<file path="src/rtl/ifd_pkg.sv">
package ifd_pkg;

    localparam int BYTE_W      = 8;
    localparam int FETCH_BYTES = 6;
    localparam int FETCH_W     = BYTE_W * FETCH_BYTES;
    localparam int TAIL_W      = BYTE_W * (FETCH_BYTES - 1);
    localparam int WORD_W      = 32;
    localparam int NIB_W       = 4;
    localparam int LEN_W       = 3;

    localparam logic [NIB_W-1:0] NO_REG = 4'hF;

    localparam logic [NIB_W-1:0] IC_NOP   = 4'h0;
    localparam logic [NIB_W-1:0] IC_HALT  = 4'h1;
    localparam logic [NIB_W-1:0] IC_MOVRR = 4'h2;
    localparam logic [NIB_W-1:0] IC_MOVIR = 4'h3;
    localparam logic [NIB_W-1:0] IC_MOVRM = 4'h4;
    localparam logic [NIB_W-1:0] IC_MOVMR = 4'h5;
    localparam logic [NIB_W-1:0] IC_ALU   = 4'h6;
    localparam logic [NIB_W-1:0] IC_JXX   = 4'h7;
    localparam logic [NIB_W-1:0] IC_CALL  = 4'h8;
    localparam logic [NIB_W-1:0] IC_RET   = 4'h9;
    localparam logic [NIB_W-1:0] IC_PUSH  = 4'hA;
    localparam logic [NIB_W-1:0] IC_POP   = 4'hB;

    localparam logic [NIB_W-1:0] ALU_FN_MAX = 4'h3;
    localparam logic [NIB_W-1:0] JXX_FN_MAX = 4'h6;

    // Where the 32-bit constant starts inside the fetched window
    typedef enum logic [1:0] {
        CPOS_NONE  = 2'd0,
        CPOS_BYTE1 = 2'd1,
        CPOS_BYTE2 = 2'd2
    } const_pos_e;

    typedef struct packed {
        logic             has_reg;
        const_pos_e       cpos;
        logic [LEN_W-1:0] len;
        logic             halt;
        logic             bad;
    } ctl_t;

    function automatic logic fn_valid(logic [NIB_W-1:0] ic, logic [NIB_W-1:0] fn);
        case (ic)
            IC_ALU:  return fn <= ALU_FN_MAX;
            IC_JXX:  return fn <= JXX_FN_MAX;
            default: return fn == '0;
        endcase
    endfunction

    function automatic ctl_t class_ctl(logic [NIB_W-1:0] ic);
        ctl_t c;
        c = '{has_reg: 1'b0, cpos: CPOS_NONE, len: LEN_W'(1), halt: 1'b0, bad: 1'b0};
        case (ic)
            IC_MOVRR, IC_ALU, IC_PUSH, IC_POP: begin
                c.has_reg = 1'b1;
                c.len     = LEN_W'(2);
            end
            IC_MOVIR, IC_MOVRM, IC_MOVMR: begin
                c.has_reg = 1'b1;
                c.cpos    = CPOS_BYTE2;
                c.len     = LEN_W'(6);
            end
            IC_JXX, IC_CALL: begin
                c.cpos = CPOS_BYTE1;
                c.len  = LEN_W'(5);
            end
            default: ;
        endcase
        return c;
    endfunction

endpackage

</file>
<file path="src/rtl/ifd_class_decode.sv">
module ifd_class_decode
    import ifd_pkg::*;
(
    input  logic [BYTE_W-1:0] byte0_i,
    output logic [NIB_W-1:0]  icode_o,
    output logic [NIB_W-1:0]  ifun_o,
    output ctl_t              ctl_o
);

    logic [NIB_W-1:0] ic;
    logic [NIB_W-1:0] fn;
    logic             known;
    ctl_t             base;

    assign ic      = byte0_i[BYTE_W-1:NIB_W];
    assign fn      = byte0_i[NIB_W-1:0];
    assign icode_o = ic;
    assign ifun_o  = fn;
    assign known   = (ic <= IC_POP);

    always_comb begin
        base        = class_ctl(ic);
        ctl_o       = base;
        ctl_o.halt  = (ic == IC_HALT);
        ctl_o.bad   = !known || !fn_valid(ic, fn);
        if (ctl_o.bad) begin
            ctl_o.has_reg = 1'b0;
            ctl_o.cpos    = CPOS_NONE;
            ctl_o.len     = LEN_W'(1);
        end
    end

    always_comb begin

        len_legal_chk: assert (ctl_o.len == 3'd1 || ctl_o.len == 3'd2 ||
                               ctl_o.len == 3'd5 || ctl_o.len == 3'd6);
    end

endmodule

</file>
<file path="src/rtl/ifd_field_extract.sv">
module ifd_field_extract
    import ifd_pkg::*;
(
    input  logic [TAIL_W-1:0] tail_i,
    input  ctl_t              ctl_i,
    output logic [NIB_W-1:0]  ra_o,
    output logic [NIB_W-1:0]  rb_o,
    output logic [WORD_W-1:0] const_o
);

    localparam int AT1_LO = 0;
    localparam int AT2_LO = BYTE_W;

    logic [BYTE_W-1:0] reg_byte;
    logic [WORD_W-1:0] word_at1;
    logic [WORD_W-1:0] word_at2;

    assign reg_byte = tail_i[BYTE_W-1:0];
    assign word_at1 = tail_i[AT1_LO +: WORD_W];
    assign word_at2 = tail_i[AT2_LO +: WORD_W];

    always_comb begin
        if (ctl_i.has_reg) begin
            ra_o = reg_byte[BYTE_W-1:NIB_W];
            rb_o = reg_byte[NIB_W-1:0];
        end else begin
            ra_o = NO_REG;
            rb_o = NO_REG;
        end
        case (ctl_i.cpos)
            CPOS_BYTE1: const_o = word_at1;
            CPOS_BYTE2: const_o = word_at2;
            default:    const_o = '0;
        endcase
    end

endmodule

</file>
<file path="src/rtl/ifd_next_pc.sv">
module ifd_next_pc
    import ifd_pkg::*;
#(
    parameter int ADDR_W = 32
) (
    input  logic [ADDR_W-1:0] pc_i,
    input  logic [LEN_W-1:0]  len_i,
    output logic [ADDR_W-1:0] next_pc_o
);

    localparam int PAD_W = ADDR_W - LEN_W;

    assign next_pc_o = pc_i + {{PAD_W{1'b0}}, len_i};

endmodule

</file>
<file path="src/rtl/instr_field_decoder.sv">
module instr_field_decoder
    import ifd_pkg::*;
#(
    parameter int ADDR_W = 32
) (
    input  logic [ADDR_W-1:0]  pc_i,
    input  logic [FETCH_W-1:0] fetch_bytes_i,
    output logic [NIB_W-1:0]   icode_o,
    output logic [NIB_W-1:0]   ifun_o,
    output logic [LEN_W-1:0]   len_o,
    output logic [NIB_W-1:0]   ra_o,
    output logic [NIB_W-1:0]   rb_o,
    output logic [WORD_W-1:0]  const_o,
    output logic [ADDR_W-1:0]  next_pc_o,
    output logic               halt_o,
    output logic               bad_o
);

    ctl_t ctl;

    ifd_class_decode u_class (
        .byte0_i (fetch_bytes_i[BYTE_W-1:0]),
        .icode_o (icode_o),
        .ifun_o  (ifun_o),
        .ctl_o   (ctl)
    );

    ifd_field_extract u_extract (
        .tail_i  (fetch_bytes_i[FETCH_W-1:BYTE_W]),
        .ctl_i   (ctl),
        .ra_o    (ra_o),
        .rb_o    (rb_o),
        .const_o (const_o)
    );

    ifd_next_pc #(.ADDR_W(ADDR_W)) u_npc (
        .pc_i      (pc_i),
        .len_i     (ctl.len),
        .next_pc_o (next_pc_o)
    );

    assign len_o  = ctl.len;
    assign halt_o = ctl.halt;
    assign bad_o  = ctl.bad;

    always_comb begin

        npc_step_chk: assert ((next_pc_o - pc_i) == ADDR_W'(len_o));
        if (halt_o) begin

            halt_code_chk: assert (icode_o == IC_HALT);
        end
        if (bad_o) begin

            bad_fields_chk: assert (len_o == 3'd1 && ra_o == NO_REG &&
                                    rb_o == NO_REG && const_o == '0);
        end
        if (len_o == 3'd1 || len_o == 3'd5) begin

            noreg_chk: assert (ra_o == NO_REG && rb_o == NO_REG);
        end
        if (len_o < 3'd5) begin

            noconst_chk: assert (const_o == '0);
        end
    end

endmodule

</file>
<file path="config.mk">
export PLATFORM = sky130hd
export DESIGN_NAME = instr_field_decoder
export DESIGN_NICKNAME = d
export VERILOG_FILES = /design/src/rtl/ifd_pkg.sv /design/src/rtl/ifd_class_decode.sv /design/src/rtl/ifd_field_extract.sv /design/src/rtl/ifd_next_pc.sv /design/src/rtl/instr_field_decoder.sv
export SDC_FILE = /design/constraint.sdc
export NUM_CORES = 1
export LEC_CHECK = 0
export BUFFER_PORTS_ARGS = -buffer_cell sky130_fd_sc_hd__buf_2
export CAP_MARGIN = 10
export CORE_MARGIN = 2
export CORE_UTILIZATION = 30
export DETAILED_ROUTE_END_ITERATION = 8
export GPL_TIMING_DRIVEN = 0
export PLACE_DENSITY = 0.78
export SLEW_MARGIN = 0
export SYNTH_ARGS = -nofsm -noshare
export SYNTH_HDL_FRONTEND = slang
export SYNTH_SLANG_ARGS = --single-unit
</file>
<file path="constraint.sdc">
create_clock -name vclk -period 3.5
set_input_delay 0.35 -clock vclk [all_inputs]
set_output_delay 0.35 -clock vclk [all_outputs]
set_load 0.03 [all_outputs]
</file>
==> impl_metrics.env, run 1 <==
export IMPL_status="complete, no violations"
export IMPL_most_common_layout_cells="163 x buf_2, 35 x nor2_1, 32 x a22oi_1"
export IMPL_cts_hold_buf=0
export IMPL_synth_cell_types=38
export IMPL_dieArea_sq_um=5260
export IMPL_syn_inst=211
export IMPL_critPathMaxStageDelay_ns=0.50
export IMPL_grt_pass1_vias=1961
export IMPL_cpMostUsedCell="buf_4"
export IMPL_ir_worst_vdd_mv=0.0690
export IMPL_period_share=0.965
export IMPL_grt_max_degree=11
export IMPL_seq_cell_count=0
export IMPL_hold_violations=0
export IMPL_die_h_microns=72.6
export IMPL_fp_dieW_microns=72.6
export IMPL_power_total_mw=0.250
export IMPL_path_class="in -> out"
export IMPL_mostFrequentLayoutCell="buf_2"
export IMPL_syn_nets=297
export IMPL_p_leak_nw=1.21
export IMPL_hold_path_startpoint="pc_i[30]"
export IMPL_core_area_sq_um=4440
export IMPL_port_buffer_count=165
export IMPL_endpoint_kind="output pin"
export IMPL_num_io_pins=165
export IMPL_syn_avg_cell_area_sq_um=6.68
export IMPL_max_slew_margin_rel=0.658
export IMPL_grt_overflow=0
export IMPL_insertedDiodeCount=0
export IMPL_hold_slack_ns=1.02
export IMPL_cp_startpoint="fetch_bytes_i[7]"
export IMPL_setup_viol_count_final=0
export IMPL_antenna_found_initial=0
export IMPL_rsz0062_at_grt="true"
export IMPL_critical_path_required_ns=3.15
export IMPL_slowest_stage="fa_1"
export IMPL_hold_path_class="in -> out"
export IMPL_finalWirelength_microns=6060
export IMPL_antenna_left=0
export IMPL_max_freq_mhz=296
export IMPL_dp_final_hpwl_microns=4960
export IMPL_drt_iter0_drc=130
export IMPL_drive_gt1_frac=0.559
export IMPL_dr_wl_met2_microns=3030
export IMPL_rows=24
export IMPL_regArea_sq_um=0
export IMPL_fin_crit_ns=3.38
export IMPL_yosysWarnings=0
export IMPL_n_clock_buffer=0
export IMPL_wl_met3_microns=445
export IMPL_drc=0
export IMPL_vias_per_cell=5.25
export IMPL_crit_fanout=10
export IMPL_fillers=444
export IMPL_topRoutingLayerUsed="met4"
export IMPL_wl_per_cell_microns=14.1
export IMPL_max_cap_violations=0
export IMPL_wl_met1_microns=2520
export IMPL_worst_slew_pin_slew_ns=0.509
export IMPL_power_density_nw_per_um2=103
export IMPL_finalMaxSlewViolations=0
export IMPL_crit_chain="buf_2 -> nand4b_1 -> a21oi_1 -> o211ai_2 -> fa_1 -> and2b_2 -> o2111ai_4 -> buf_4 -> nor2_1 -> xor2_1 -> buf_4"
export IMPL_dr_total_vias=2263
export IMPL_grt_pass1_wl_microns=9000
export IMPL_cp_start_kind="input pin"
export IMPL_drtPass1Iterations=5
export IMPL_grt_usage=0.201
export IMPL_seq_area_frac_synth=0
export IMPL_netlist_area_sq_um=1410
export IMPL_routabilityCongestion=0.874
export IMPL_initial_utilization=0.317
export IMPL_nNetsFinal=467
export IMPL_syn_to_final_growth_pct=72.4
export IMPL_crit_arrival_ns=3.03
-- final timing paths --
kind,depth (start not counted),slack (ns),to
max,11,0.12,next_pc_o[18]
min,3,1.02,next_pc_o[30]
-- through the flow --
stage | std cells | area [sq um] | utilization | setup TNS (ns) | setup WS, ns
floorplan | 211 | 1490 | - | -0.0630 | -0.0315
finish | 431 | 2430 | 0.547 | 0 | 0.122
CTS | 428 | 2380 | 0.535 | 0 | 0.00720
global route | 431 | 2430 | 0.547 | -0.108 | -0.0361
detailed placement | 428 | 2380 | 0.535 | -0.0145 | -0.0145
global placement | 428 | 2380 | 0.535 | 0 | 0.0287
-- where the power goes --
group,leakage [nW],total [mW],switching [mW],internal (mW)
combinational,1.21,0.250,0.155,0.0952
clock,0,0,0,0
sequential,0,0,0,0
-- worst max-delay path, delay by kind of cell --
kind / cells / cell delay, ns
AOI/OAI and AO/OA: 3 / 0.80
xor gates and xnor gates: 1 / 0.18
buffers and inverters: 3 / 0.55
and+or+nand+nor: 3 / 0.65
adders and majority gates: 1 / 0.50
-- cell usage after synthesis, drive strengths merged, types with 4 or more instances --
master / count / area [sq um]
nand4: 8 / 50.1
nand3: 6 / 30.0
xor2: 14 / 123
nor3: 6 / 30.0
xnor2: 16 / 140
ha: 5 / 62.6
or2: 10 / 62.6
and4: 4 / 36.3
inv: 4 / 15.0
a21oi: 7 / 35.0
a22oi: 32 / 240
and3: 9 / 58.8
nor2: 35 / 131
nand2: 10 / 37.5
buf: 8 / 60.1
clkbuf: 10 / 37.5
-- layer usage --
| layer | up-vias | global-route usage |
|---|---|---|
| li1 | 1114 | - |
| met1 | 1029 | 0.291 |
| met2 | 112 | 0.331 |
| met3 | 8 | 0.0111 |
| met4 | 0 | 0.0329 |
| met5 | - | 0 |
-- logic make-up (layout without fill, tap and decap cells) --
| group | count (synthesis) | after routing | share of synthesized area |
|---|---|---|---|
| buffers and inverters | 22 | 190 | 0.0799 |
| muxes | 1 | 1 | 0.00799 |
| and+or+nand+nor | 100 | 100 | 0.385 |
| xor gates and xnor gates | 30 | 30 | 0.186 |
| adders and majority gates | 6 | 6 | 0.0586 |
| AOI/OAI and AO/OA | 52 | 52 | 0.282 |
-- area by class of cell --
class,count,area [sq um],share of cell area
timing repair buffer,168,853,0.351
inverter,4,15.0,0.00618
multi-input combinational,189,1400,0.576
tap,52,65.1,0.0268
buffer,18,97.6,0.0401
-- repair_timing --
action | CTS | global route
setup buffers | 0 | 3
pin swaps | 1 | 6
gates resized for setup | 0 | 9
setup endpoints to repair | 1 | 19
Power figures use the tool's default switching activity.
==> inputs of run 2 (changes only) <==
--- a/config.mk
+++ b/config.mk
@@ -11,7 +11,8 @@
 export CORE_UTILIZATION = 30
 export DETAILED_ROUTE_END_ITERATION = 8
 export GPL_TIMING_DRIVEN = 0
-export PLACE_DENSITY = 0.78
+export PLACE_DENSITY_LB_ADDON = 0.08
+export SKIP_LAST_GASP = 1
 export SLEW_MARGIN = 0
 export SYNTH_ARGS = -nofsm -noshare
 export SYNTH_HDL_FRONTEND = slang
==> run 2 against run 1 <==
Critical path depth increased by 2. Highest routed layer unchanged. Non-clock buffer count increased by 3. Clock-buffer cell count unchanged. Worst hold slack improved by 0.0013 ns. Largest power group unchanged. Total power decreased by 0.49%. Cell count increased by 0.70%.
==> impl_metrics.env, run 2 (same netlist as run 1, synthesis figures left out) <==
export IMPL_antenna_left=0
export IMPL_power_density_nw_per_um2=100
export IMPL_num_io_pins=165
export IMPL_tns_ns=0
export IMPL_vias_per_cell=5.02
export IMPL_hold_slack_ns=1.02
export IMPL_drive_gt1_frac=0.568
export IMPL_grt_pass1_wl_microns=8370
export IMPL_crit_arrival_ns=2.92
export IMPL_max_slew_margin_rel=0.634
export IMPL_pre_cts_ws_ns=-0.00895
export IMPL_cts_hold_buf=0
export IMPL_insertedDiodeCount=0
export IMPL_grt_max_degree=11
export IMPL_nNetsFinal=470
export IMPL_endpoint="next_pc_o[28]"
export IMPL_grt_usage=0.186
export IMPL_die_h_microns=72.6
export IMPL_syn_to_final_growth_pct=76.1
export IMPL_fin_crit_ns=3.27
export IMPL_path_buf_inv=4
export IMPL_setup_viol_count_final=0
export IMPL_path_class="in -> out"
export IMPL_cpMostUsedCell="buf_2"
export IMPL_initial_utilization=0.317
export IMPL_p_leak_nw=1.25
export IMPL_max_freq_mhz=306
export IMPL_cp_top_family="simple AND/OR/NAND/NOR gates"
export IMPL_rows=24
export IMPL_worst_slew_pin_slew_ns=0.546
export IMPL_port_buffer_count=165
export IMPL_n_clock_buffer=0
export IMPL_finalWirelength_microns=5630
export IMPL_routabilityCongestion=0.879
export IMPL_grt_overflow=0
export IMPL_regArea_sq_um=0
export IMPL_drt_iter0_drc=54
export IMPL_status="complete, no violations"
export IMPL_cp_start_kind="input pin"
export IMPL_crit_fanout=9
export IMPL_drtPass1Iterations=4
export IMPL_finalNonFillerCells=434
export IMPL_core_area_sq_um=4440
export IMPL_rsz0062_at_grt="false"
export IMPL_worstHoldPathCells=3
export IMPL_critical_path_required_ns=3.15
export IMPL_fp_dieW_microns=72.6
export IMPL_most_common_layout_cells="164 x buf_2, 35 x nor2_1, 32 x a22oi_1"
export IMPL_endpoint_kind="output pin"
export IMPL_wl_per_cell_microns=13.0
export IMPL_dieArea_sq_um=5260
export IMPL_dp_cells=428
export IMPL_slowest_stage="fa_1"
export IMPL_period_share=0.933
export IMPL_dr_total_vias=2180
export IMPL_dp_final_hpwl_microns=4610
export IMPL_ir_worst_vdd_mv=0.0646
export IMPL_drc=0
export IMPL_hold_violations=0
export IMPL_antenna_found_initial=0
export IMPL_hold_path_class="in -> out"
export IMPL_mostFrequentLayoutCell="buf_2"
export IMPL_grt_pass1_vias=1922
export IMPL_max_cap_violations=0
export IMPL_path_depth=13
export IMPL_crit_chain="buf_2 -> nand4b_1 -> a21oi_2 -> o211ai_1 -> ha_2 -> inv_1 -> fa_1 -> and2b_2 -> o2111ai_4 -> buf_12 -> nor4_4 -> xor2_1 -> buf_2"
export IMPL_seq_cell_count=0
export IMPL_cp_startpoint="fetch_bytes_i[7]"
export IMPL_finalMaxSlewViolations=0
export IMPL_critPathMaxStageDelay_ns=0.39
export IMPL_finalWorstSetupSlack_ns=0.234
run 2: worst min path at each step:
stage / slack, ns / start / endpoint
4_1_cts: 1.02 / pc_i[20] / next_pc_o[20]
3_5_place_dp: 1.02 / pc_i[11] / next_pc_o[11]
2_1_floorplan: 0.81 / fetch_bytes_i[5] / halt_o
6_report: 1.02 / pc_i[20] / next_pc_o[20]
5_1_grt: 1.03 / pc_i[20] / next_pc_o[20]
3_3_place_gp: 1.01 / pc_i[20] / next_pc_o[20]
run 2: area by class of cell:
class | instances | area, sq um
fill | 442 | 1960
buffer | 18 | 97.6
timing repair buffer | 171 | 886
tap | 52 | 65.1
inverter | 4 | 15.0
multi-input combinational | 189 | 1420
run 2: per-stage QoR:
| stage | cell area [sq um] | power [mW] | utilization |
|---|---|---|---|
| 3_3_place_gp | 2380 | 0.242 | 0.535 |
| 4_1_cts | 2390 | 0.244 | 0.537 |
| 6_report | 2480 | 0.249 | 0.559 |
| 5_1_grt | 2480 | 0.266 | 0.559 |
| 2_1_floorplan | 1490 | 0.138 | - |
| 3_5_place_dp | 2380 | 0.243 | 0.535 |
run 2: timing repair:
item                       CTS  global route
cloned                       0             0
pin swaps                    1             4
gates resized for setup      0            12
setup buffers                1             5
hold endpoints to repair     0             0
setup endpoints to repair    3            16
run 2: report_power, final:
part / total (mW) / switching [mW] / internal, mW
Combinational: 0.249 / 0.153 / 0.0958
Sequential: 0 / 0 / 0
Clock: 0 / 0 / 0
run 2: per-layer routing:
metal  vias up  share of wire  global-route usage
met5         -              0                   0
met4         0         0.0021              0.0103
met3         2          0.060              0.0125
met2        84           0.50               0.322
met1       976           0.44               0.264
li1       1118              -                   -
